==> src/rtl/membank_pkg.sv <==
package membank_pkg;
  // strobes from the sequencer to the decode datapath
  typedef struct packed {
    logic pwrUp;
    logic holdHalt;
  } seqStrobes_t;
endpackage

==> src/rtl/membank_ctrl.sv <==
module membank_ctrl
  import membank_pkg::*;
#(
  parameter int unsigned HALT_CYCLES  = 8_800_000,
  parameter int unsigned PWRUP_CYCLES = 22_400_000
) (
  input  logic        clk,
  input  logic        rstN,
  output seqStrobes_t strobes
);
  localparam int CNT_W = $clog2(PWRUP_CYCLES + 1);
  localparam logic [CNT_W-1:0] HALT_END  = CNT_W'(HALT_CYCLES);
  localparam logic [CNT_W-1:0] PWRUP_END = CNT_W'(PWRUP_CYCLES);

  logic [CNT_W-1:0] elapsed;

  // one saturating counter serves both delays
  always_ff @(posedge clk) begin
    if (!rstN)
      elapsed <= '0;
    else if (elapsed != PWRUP_END)
      elapsed <= elapsed + 1'b1;
  end

  always_comb begin
    strobes.holdHalt = (elapsed < HALT_END);
    strobes.pwrUp    = (elapsed == PWRUP_END);
  end

  AST_HALT_STAYS_LOW: assert property (@(posedge clk) disable iff (!rstN)
    !strobes.holdHalt |=> !strobes.holdHalt);
  AST_PWRUP_STICKY: assert property (@(posedge clk) disable iff (!rstN)
    strobes.pwrUp |=> strobes.pwrUp);
  AST_PWRUP_AFTER_HALT: assert property (@(posedge clk) disable iff (!rstN)
    strobes.pwrUp |-> !strobes.holdHalt);
endmodule

==> src/rtl/membank_dp.sv <==
module membank_dp
  import membank_pkg::*;
#(
  parameter int ADDR_W     = 16,
  parameter int DATA_W     = 8,
  parameter int REGION_W   = 3,
  parameter int ROM_BANKS  = 3
) (
  input  logic                     clk,
  input  logic                     rstN,
  input  seqStrobes_t              strobes,
  input  logic [ADDR_W-1:0]        cpuAddr,
  input  logic                     cpuWrite,
  input  logic                     romOverlay,
  input  logic [REGION_W-1:0]      expRegion,
  input  logic                     expRamInhibit,
  input  logic [DATA_W-1:0]        ramRdata,
  input  logic [DATA_W-1:0]        romRdata,
  output logic                     ramSel,
  output logic                     ramWe,
  output logic [ADDR_W-1:0]        ramAddr,
  output logic [ROM_BANKS-1:0]     romSel,
  output logic [ADDR_W-REGION_W-1:0] romAddr,
  output logic [DATA_W-1:0]        rdData
);
  localparam int BANK_AW = ADDR_W - REGION_W;
  localparam int FIRST_ROM_CODE = (1 << REGION_W) - ROM_BANKS;
  localparam logic [REGION_W-1:0] BOOT_CODE = '1;

  logic [REGION_W-1:0] region;

  always_comb begin
    if (!strobes.pwrUp)
      region = BOOT_CODE;
    else if (romOverlay)
      region = cpuAddr[ADDR_W-1 -: REGION_W];
    else
      region = expRegion;
  end

  for (genvar g = 0; g < ROM_BANKS; g++) begin : g_romDec
    assign romSel[g] = (region == REGION_W'(FIRST_ROM_CODE + g));
  end

  always_comb begin
    ramSel  = !region[REGION_W-1] && !expRamInhibit;
    ramWe   = ramSel && cpuWrite;
    ramAddr = cpuAddr;
    romAddr = cpuAddr[BANK_AW-1:0];
    if (|romSel)
      rdData = romRdata;
    else if (ramSel)
      rdData = ramRdata;
    else
      rdData = '1;
  end

  AST_ROM_ONEHOT: assert property (@(posedge clk) disable iff (!rstN)
    $onehot0(romSel));
  AST_NO_DUAL_SELECT: assert property (@(posedge clk) disable iff (!rstN)
    !(ramSel && (|romSel)));
  AST_BOOT_TOP_BANK: assert property (@(posedge clk) disable iff (!rstN)
    !strobes.pwrUp |-> (romSel[ROM_BANKS-1] && !ramWe));
  AST_WRITE_RETURNS_RAM: assert property (@(posedge clk) disable iff (!rstN)
    ramWe |-> (rdData == ramRdata));
endmodule

==> src/rtl/membank_top.sv <==
module membank_top
  import membank_pkg::*;
#(
  parameter int unsigned HALT_CYCLES  = 8_800_000,
  parameter int unsigned PWRUP_CYCLES = 22_400_000
) (
  input  logic        clk,
  input  logic        rstN,
  input  logic [15:0] cpuAddr,
  input  logic        cpuWrite,
  input  logic        romOverlay,
  input  logic [2:0]  expRegion,
  input  logic        expRamInhibit,
  input  logic [7:0]  ramRdata,
  input  logic [7:0]  romRdata,
  output logic        ramSel,
  output logic        ramWe,
  output logic [15:0] ramAddr,
  output logic [2:0]  romSel,
  output logic [12:0] romAddr,
  output logic [7:0]  rdData,
  output logic        cpuHalt,
  output logic        subHalt,
  output logic        pwrUp
);
  seqStrobes_t strobes;

  membank_ctrl #(
    .HALT_CYCLES (HALT_CYCLES),
    .PWRUP_CYCLES(PWRUP_CYCLES)
  ) ctrl_i (
    .clk    (clk),
    .rstN   (rstN),
    .strobes(strobes)
  );

  membank_dp #(
    .ADDR_W   (16),
    .DATA_W   (8),
    .REGION_W (3),
    .ROM_BANKS(3)
  ) dp_i (
    .clk          (clk),
    .rstN         (rstN),
    .strobes      (strobes),
    .cpuAddr      (cpuAddr),
    .cpuWrite     (cpuWrite),
    .romOverlay   (romOverlay),
    .expRegion    (expRegion),
    .expRamInhibit(expRamInhibit),
    .ramRdata     (ramRdata),
    .romRdata     (romRdata),
    .ramSel       (ramSel),
    .ramWe        (ramWe),
    .ramAddr      (ramAddr),
    .romSel       (romSel),
    .romAddr      (romAddr),
    .rdData       (rdData)
  );

  assign cpuHalt = strobes.holdHalt;
  assign subHalt = strobes.holdHalt;
  assign pwrUp   = strobes.pwrUp;
endmodule

==> config.mk <==
export PLATFORM = sky130hd
export DESIGN_NAME = membank_top
export DESIGN_NICKNAME = d
export VERILOG_FILES = /design/src/rtl/membank_pkg.sv /design/src/rtl/membank_ctrl.sv /design/src/rtl/membank_dp.sv /design/src/rtl/membank_top.sv
export SDC_FILE = /design/constraint.sdc
export NUM_CORES = 1
export LEC_CHECK = 0
export ABC_AREA = 0
export BUFFER_PORTS_ARGS = -buffer_cell sky130_fd_sc_hd__buf_2
export CAP_MARGIN = 5
export CORE_MARGIN = 2
export CORE_UTILIZATION = 43
export CTS_BUF_LIST = sky130_fd_sc_hd__clkbuf_2
export DETAILED_ROUTE_END_ITERATION = 12
export HOLD_SLACK_MARGIN = 0.15
export PLACE_DENSITY_LB_ADDON = 0.12
export SETUP_SLACK_MARGIN = 0.5
export SYNTH_ARGS = -nofsm -noshare
export SYNTH_HDL_FRONTEND = slang
export SYNTH_SLANG_ARGS = --single-unit
==> constraint.sdc <==
create_clock -name clk -period 1.9 [get_ports clk]
set_input_delay 0.19 -clock clk [delete_from_list [all_inputs] [get_ports clk]]
set_output_delay 0.19 -clock clk [all_outputs]
set_load 0.05 [all_outputs]
# Word level (Yosys, flattened, before mapping)
# Index checks and enable logic that the tools add are counted.
[word_totals]
register_bits = 25
output_inout_bits = 45
wordCells = 17
[op_classes]
n_reduce_logical = 5
mux = 4
n_lt_le_gt_ge = 1
addsub = 1
n_eq_ne = 5
[ops]
columns = ["op", "count"]
rows = [
  ["$add A25 B1 Y25 const B", 1],
  ["$eq A25 B25 Y1 const B", 1],
  ["$lt A25 B24 Y1 const B", 1],
  ["$ne A25 B25 Y1 const B", 1],
  ["$mux W8", 2],
  ["$eq A3 B3 Y1 const B", 3],
  ["$mux W3", 2],
  ["$reduce_or A3 Y1", 1],
  ["$logic_and A1 B1 Y1", 2],
  ["$logic_not A1 Y1", 2],
]

# Depth between registers and ports, before layout
[logic_depth]
word_depth = 6
ltp_mapped = 7
depth_no_buf = 7

# Modules after synthesis
# From an unflattened synthesis, not the netlist that was laid out.
[unflattened]
cells_unflattened = 209
area_unflattened_um2 = 1740.4
[modules_own_cells]
columns = ["module", "cells_per_inst", "area_per_inst_um2", "seq_area_each_um2", "n_inst"]
rows = [
  ["membank_ctrl", 153, 1300.0, 500.5, 1],
  ["membank_dp", 55, 432.9, 0.0, 1],
  ["membank_top", 1, 7.5, 0.0, 1],
]

# Worst setup path after synthesis
# OpenSTA, ideal clock, no wires.
[synth_path]
path_kind = "reg2out"
start = "register ctrl_i.elapsed[0]"
end = "output port romSel[1]"
arrival_time_ns = 2.627
setup_slack_ns = -0.917
stages_incl_launch_ff = 6
t_required_ns = 1.710
path_buffers = 0
cell_sequence = "dfxtp_1 > inv_1 > ha_1 > nand4bb_1 > or3_1 > nor4_1"
[synth_between]
elab_chain_cells = 3
[synth_rtl]
columns = ["item", "line_no", "text"]
rows = [
  ["start: declaration", "membank_ctrl.sv:15", "logic [CNT_W-1:0] elapsed;"],
  ["start signal: assignment", "membank_ctrl.sv:22", "elapsed <= elapsed + 1'b1;"],
  ["$eq A25 B25 Y1", "membank_ctrl.sv:27", "strobes.pwrUp = (elapsed == PWRUP_END);"],
  ["$mux W3", "membank_dp.sv:33", "if (!strobes.pwrUp)"],
  ["$eq A3 B3 Y1", "membank_dp.sv:42", "assign romSel[g] = (region == REGION_W'(FIRST_ROM_CODE + g));"],
  ["end: declaration", "membank_top.sv:19", "output logic [2:0] romSel,"],
]
# Every way passes these cells.

# Worst setup path in the final report
[layout_path]
start = "register ctrl_i.elapsed[0]"
end = "output port rdData[2]"
[layout_between]
elab_chain_cells = 6
[layout_rtl]
columns = ["item", "line_no", "text"]
rows = [
  ["$eq A25 B25 Y1 (*)", "membank_ctrl.sv:27", ""],
  ["$mux W3 (*)", "membank_dp.sv:33", ""],
  ["branches (longest 3 deep; another with $eq A3 B3 Y1)", "n/a", ""],
  ["$mux W8 (*)", "membank_dp.sv:50", "if (|romSel)"],
  ["end: declaration", "membank_top.sv:21", "output logic [7:0] rdData,"],
]
# Every way passes the cells marked *.

==> impl_summary.log <==
[metrics] Max Clk Rate: 445.4 MHz
[metrics] vias in the first global route: 1,758
[metrics] All-Layer GR Usage: 23.69%
[metrics] slew at the pin closest to its max-slew limit: 785.1 ps
[metrics] synthesized cell area: 0.001710 mm^2
[metrics] cells traversed along the worst timing path: inv_4 > ha_4 > nand4bb_1 > buf_4 > nor3_4 > nand3_4 > o22a_4 > buf_8
[metrics] arrival time of data at the critical path endpoint: 2060 ps
[metrics] dominant delay contributor by cell family on the critical path: simple AND/OR/NAND/NOR gates
[metrics] peak per-stage delay on the critical path: 410 ps
[metrics] clk root buf: sky130_fd_sc_hd__clkbuf_2
[metrics] initial drt markers: 83
[metrics] power per cell area: 352.3 mW/mm^2
[metrics] worst setup skew after layout: 14.12 ps
[metrics] wire length of the first global-routing pass: 8231 um
[metrics] kind of critical path: flip-flop to primary output
[metrics] crit path time final: 2245 ps
[metrics] Remaining DRCs: 0
[metrics] CTS tree: built
[metrics] clock edge transition at the registers on the reported setup and hold paths: 230 ps
[metrics] H-tree levels: 1
[metrics] DR vias: 1,868
[metrics] worst min-delay path category: primary input to primary output
[metrics] violations in the final reports: setup timing
[metrics] length of the first detailed-routing pass in iterations: 4
[metrics] normalized max-slew margin: 47.35%
[metrics] Worst Hold Slack: 380.0 ps
[metrics] dominant register cell in the synthesized netlist: sky130_fd_sc_hd__dfxtp_1
[metrics] Final Hold Viols: 0
[metrics] number of placement rows: 22
[metrics] Std-Cell Core Area: 0.003744 mm^2
[metrics] highest ir drop seen on vdd: 0.4245 mV
[metrics] Total Power: 976.1 uW
[metrics] required time of the critical path: 1710 ps
[metrics] Final Worst Setup Slack: -345.3 ps
[metrics] Post-Synthesis Net Count: 257
[metrics] Die H: 67.07 um
[metrics] total area of multi-input combinational cells: 0.001326 mm^2
[metrics] num ports: 85
[metrics] Critical Path Slowest Stage Cell: sky130_fd_sc_hd__dfxtp_4
[metrics] overall routed net length: 5693 um
[metrics] total gr overflow: 0
[metrics] outcome: complete, but fails checks
[metrics] die area: 0.004498 mm^2
[metrics] leakage dissipation: 1.081 nW
[metrics] final clock period utilization by the worst path: 118.2%
[metrics] EDFF count, synth: 0
[metrics] Layout Area Growth over Synthesis: 61.96%
[metrics] CP Max Fanout: 5
[metrics] #FFs+latches synth: 25
[metrics] sequential-to-total area share from yosys stat: 29.26%
[metrics] proportion of register bits with asynchronous set or reset after synthesis: 0%
[metrics] max-cap viol count: 0
[metrics] clock latency reported for the late side of the worst-skew pair: 360 ps
[metrics] cell count after synthesis: 215
[metrics] Largest Register: ctrl_i.elapsed
[metrics] global placer's final weighted congestion: 0.8273
[metrics] mean cell area of the mapped netlist: 7.955 um^2
[metrics] Max Transition Viols Final: 0
[metrics] number of antenna violations at the first check in global routing: 0
[metrics] antenna-violating nets left: 0
[metrics] number of input and output port buffers inserted: 45
[metrics] Synthesis Warnings: 0
[metrics] largest registers: ctrl_i.elapsed (25)
[metrics] largest net degree at the start of global routing: 21
[metrics] CP Buf/Inv Count: 3
[metrics] kind of end point of the critical path: primary output
[metrics] unrepaired setup endpoints after global routing: yes
[metrics] fraction of post-synthesis cell area in the top cell type by area: 29.26%
[metrics] DIE WIDTH: 67.07 um
[metrics] TritonCTS buffer count: 3
[metrics] filler cell count in the final layout: 273
[metrics] dpl hpwl: 3611 um
[metrics] drt via density: 5.838
[metrics] diode count: 0
[metrics] cell type contributing the most total cell area after synthesis: sky130_fd_sc_hd__dfxtp_1
[metrics] type of element launching the critical path: flip-flop
[metrics] WL per Instance: 17.79 um
[metrics] number of buffers on the longest clock path: 2
[metrics] total setup violations reported at the end of the flow: 17
[metrics] starting utilization of the core area: 45.69%
[metrics] unique cell type count in the Yosys netlist: 39
[metrics] flip-flop count of the largest register after layout: 25
[metrics] share of final-layout standard cells stronger than drive strength 1: 60.66%
[metrics] Synth area leaders: sky130_fd_sc_hd__dfxtp_1, sky130_fd_sc_hd__buf_4, sky130_fd_sc_hd__nand3_1
[metrics] storage element area: 543.0 um^2
[metrics] CTS sink cnt: 25
[metrics] final layout net count: 315
==> logic make-up (layout without fill, tap and decap cells) <==
family          after synthesis  count (layout)  share of synthesized area (%)
simple gates                 88              89                          29.55
buf+inv                      44             100                          16.31
compound gates               42              42                          15.87
flops                        25              25                          29.26
xor+xnor                      9               9                          4.609
mux                           5               5                          2.926
fa+ha+maj                     2               2                          1.463
==> worst reg2reg max path: stages, from the launching register on <==
cell and delay (ps):
sky130_fd_sc_hd__dfxtp_4 410, sky130_fd_sc_hd__buf_6 90, sky130_fd_sc_hd__buf_6 100, sky130_fd_sc_hd__ha_4 150, sky130_fd_sc_hd__nand4_4 110, sky130_fd_sc_hd__or4_4 540
sky130_fd_sc_hd__or4_4 490, sky130_fd_sc_hd__a21oi_2 120
==> layout by cell type, fill, tap and decap left out, drive strengths merged, types with 4 or more instances in the layout <==
cell type  synthesis  routed
o21ai              9       9
mux2i              5       5
inv                9       7
o22a               8       8
nand2b             6       6
nand2             11      11
or4                7       7
nor3               7       7
o31ai              6       6
nor4               6       6
nand3             14      15
nor2              14      14
xnor2              7       7
clkbuf             4       4
buf               31      86
a21oi             13      13
nand4              5       5
or3                5       5
dfxtp             25      25
==> timing repair <==
action | 4_1_cts | 5_1_grt
resized for setup | 66 | 37
endpoints found under the setup margin | 32 | 36
gates cloned | 1 | 0
endpoints found under the hold margin | 4 | 0
hold buffers | 1 | 0
pin swaps | 16 | 15
buffers inserted | 7 | 7
==> stage by stage <==
step	utilization, %	instances	setup TNS, ps	area (um^2)	setup WS (ps)
after floorplan	-	215	-388.7	2004	-94.63
after global placement	60.43	300	-24.00	2262	-19.07
after detailed placement	60.43	300	-342.4	2262	-48.69
after CTS	68.78	313	-5285	2575	-401.5
after global routing	74.00	320	-6905	2770	-489.8
final	74.00	320	-4809	2770	-345.3
==> layout make-up <==
| cell class | count | area share (%) |
|---|---|---|
| timing repair buffer | 87 | 28.05 |
| tap | 48 | 2.168 |
| sequential | 25 | 19.60 |
| multi-input combinational | 147 | 47.88 |
| inverter | 9 | 1.581 |
| clock buffer | 4 | 0.7227 |
==> synthesized netlist by cell type (all sizes together), types with 4 or more instances <==
cell and instances:
a21oi 13, buf 31, clkbuf 4, dfxtp 25, inv 9, mux2i 5
nand2 11, nand2b 6, nand3 14, nand4 5, nor2 14, nor3 7
nor4 6, o21ai 9, o22a 8, o31ai 6, or3 5, or4 7
xnor2 7
==> layer usage <==
metal | global-route usage, % | vias up | part of all wire (%)
met2 | 40.22 | 52 | 52
li1 | - | 874 | -
met4 | 7.653 | 0 | 3.3
met1 | 29.80 | 910 | 40
met5 | 0 | - | 0
met3 | 4.561 | 32 | 4.7
==> worst paths after layout <==
kind | startpoint | to | slack, ps | depth (start not counted)
worst max-delay path | ctrl_i.elapsed[0]$_SDFFE_PN0P_ | rdData[2] | -350 | 8
worst min-delay path | cpuAddr[9] | romAddr[9] | 380 | 0
worst max register to register | ctrl_i.elapsed[0]$_SDFFE_PN0P_ | ctrl_i.elapsed[24]$_SDFFE_PN0P_ | -140 | 7
worst min register to register | ctrl_i.elapsed[24]$_SDFFE_PN0P_ | ctrl_i.elapsed[24]$_SDFFE_PN0P_ | 540 | 2
==> where the power goes <==
part / total (mW) / internal, mW / switching [mW]
clock network: 0.220 / 0.0556 / 0.165
registers: 0.531 / 0.523 / 0.00778
logic: 0.225 / 0.0994 / 0.125
Note: power is estimated with default switching activity, not from simulation.
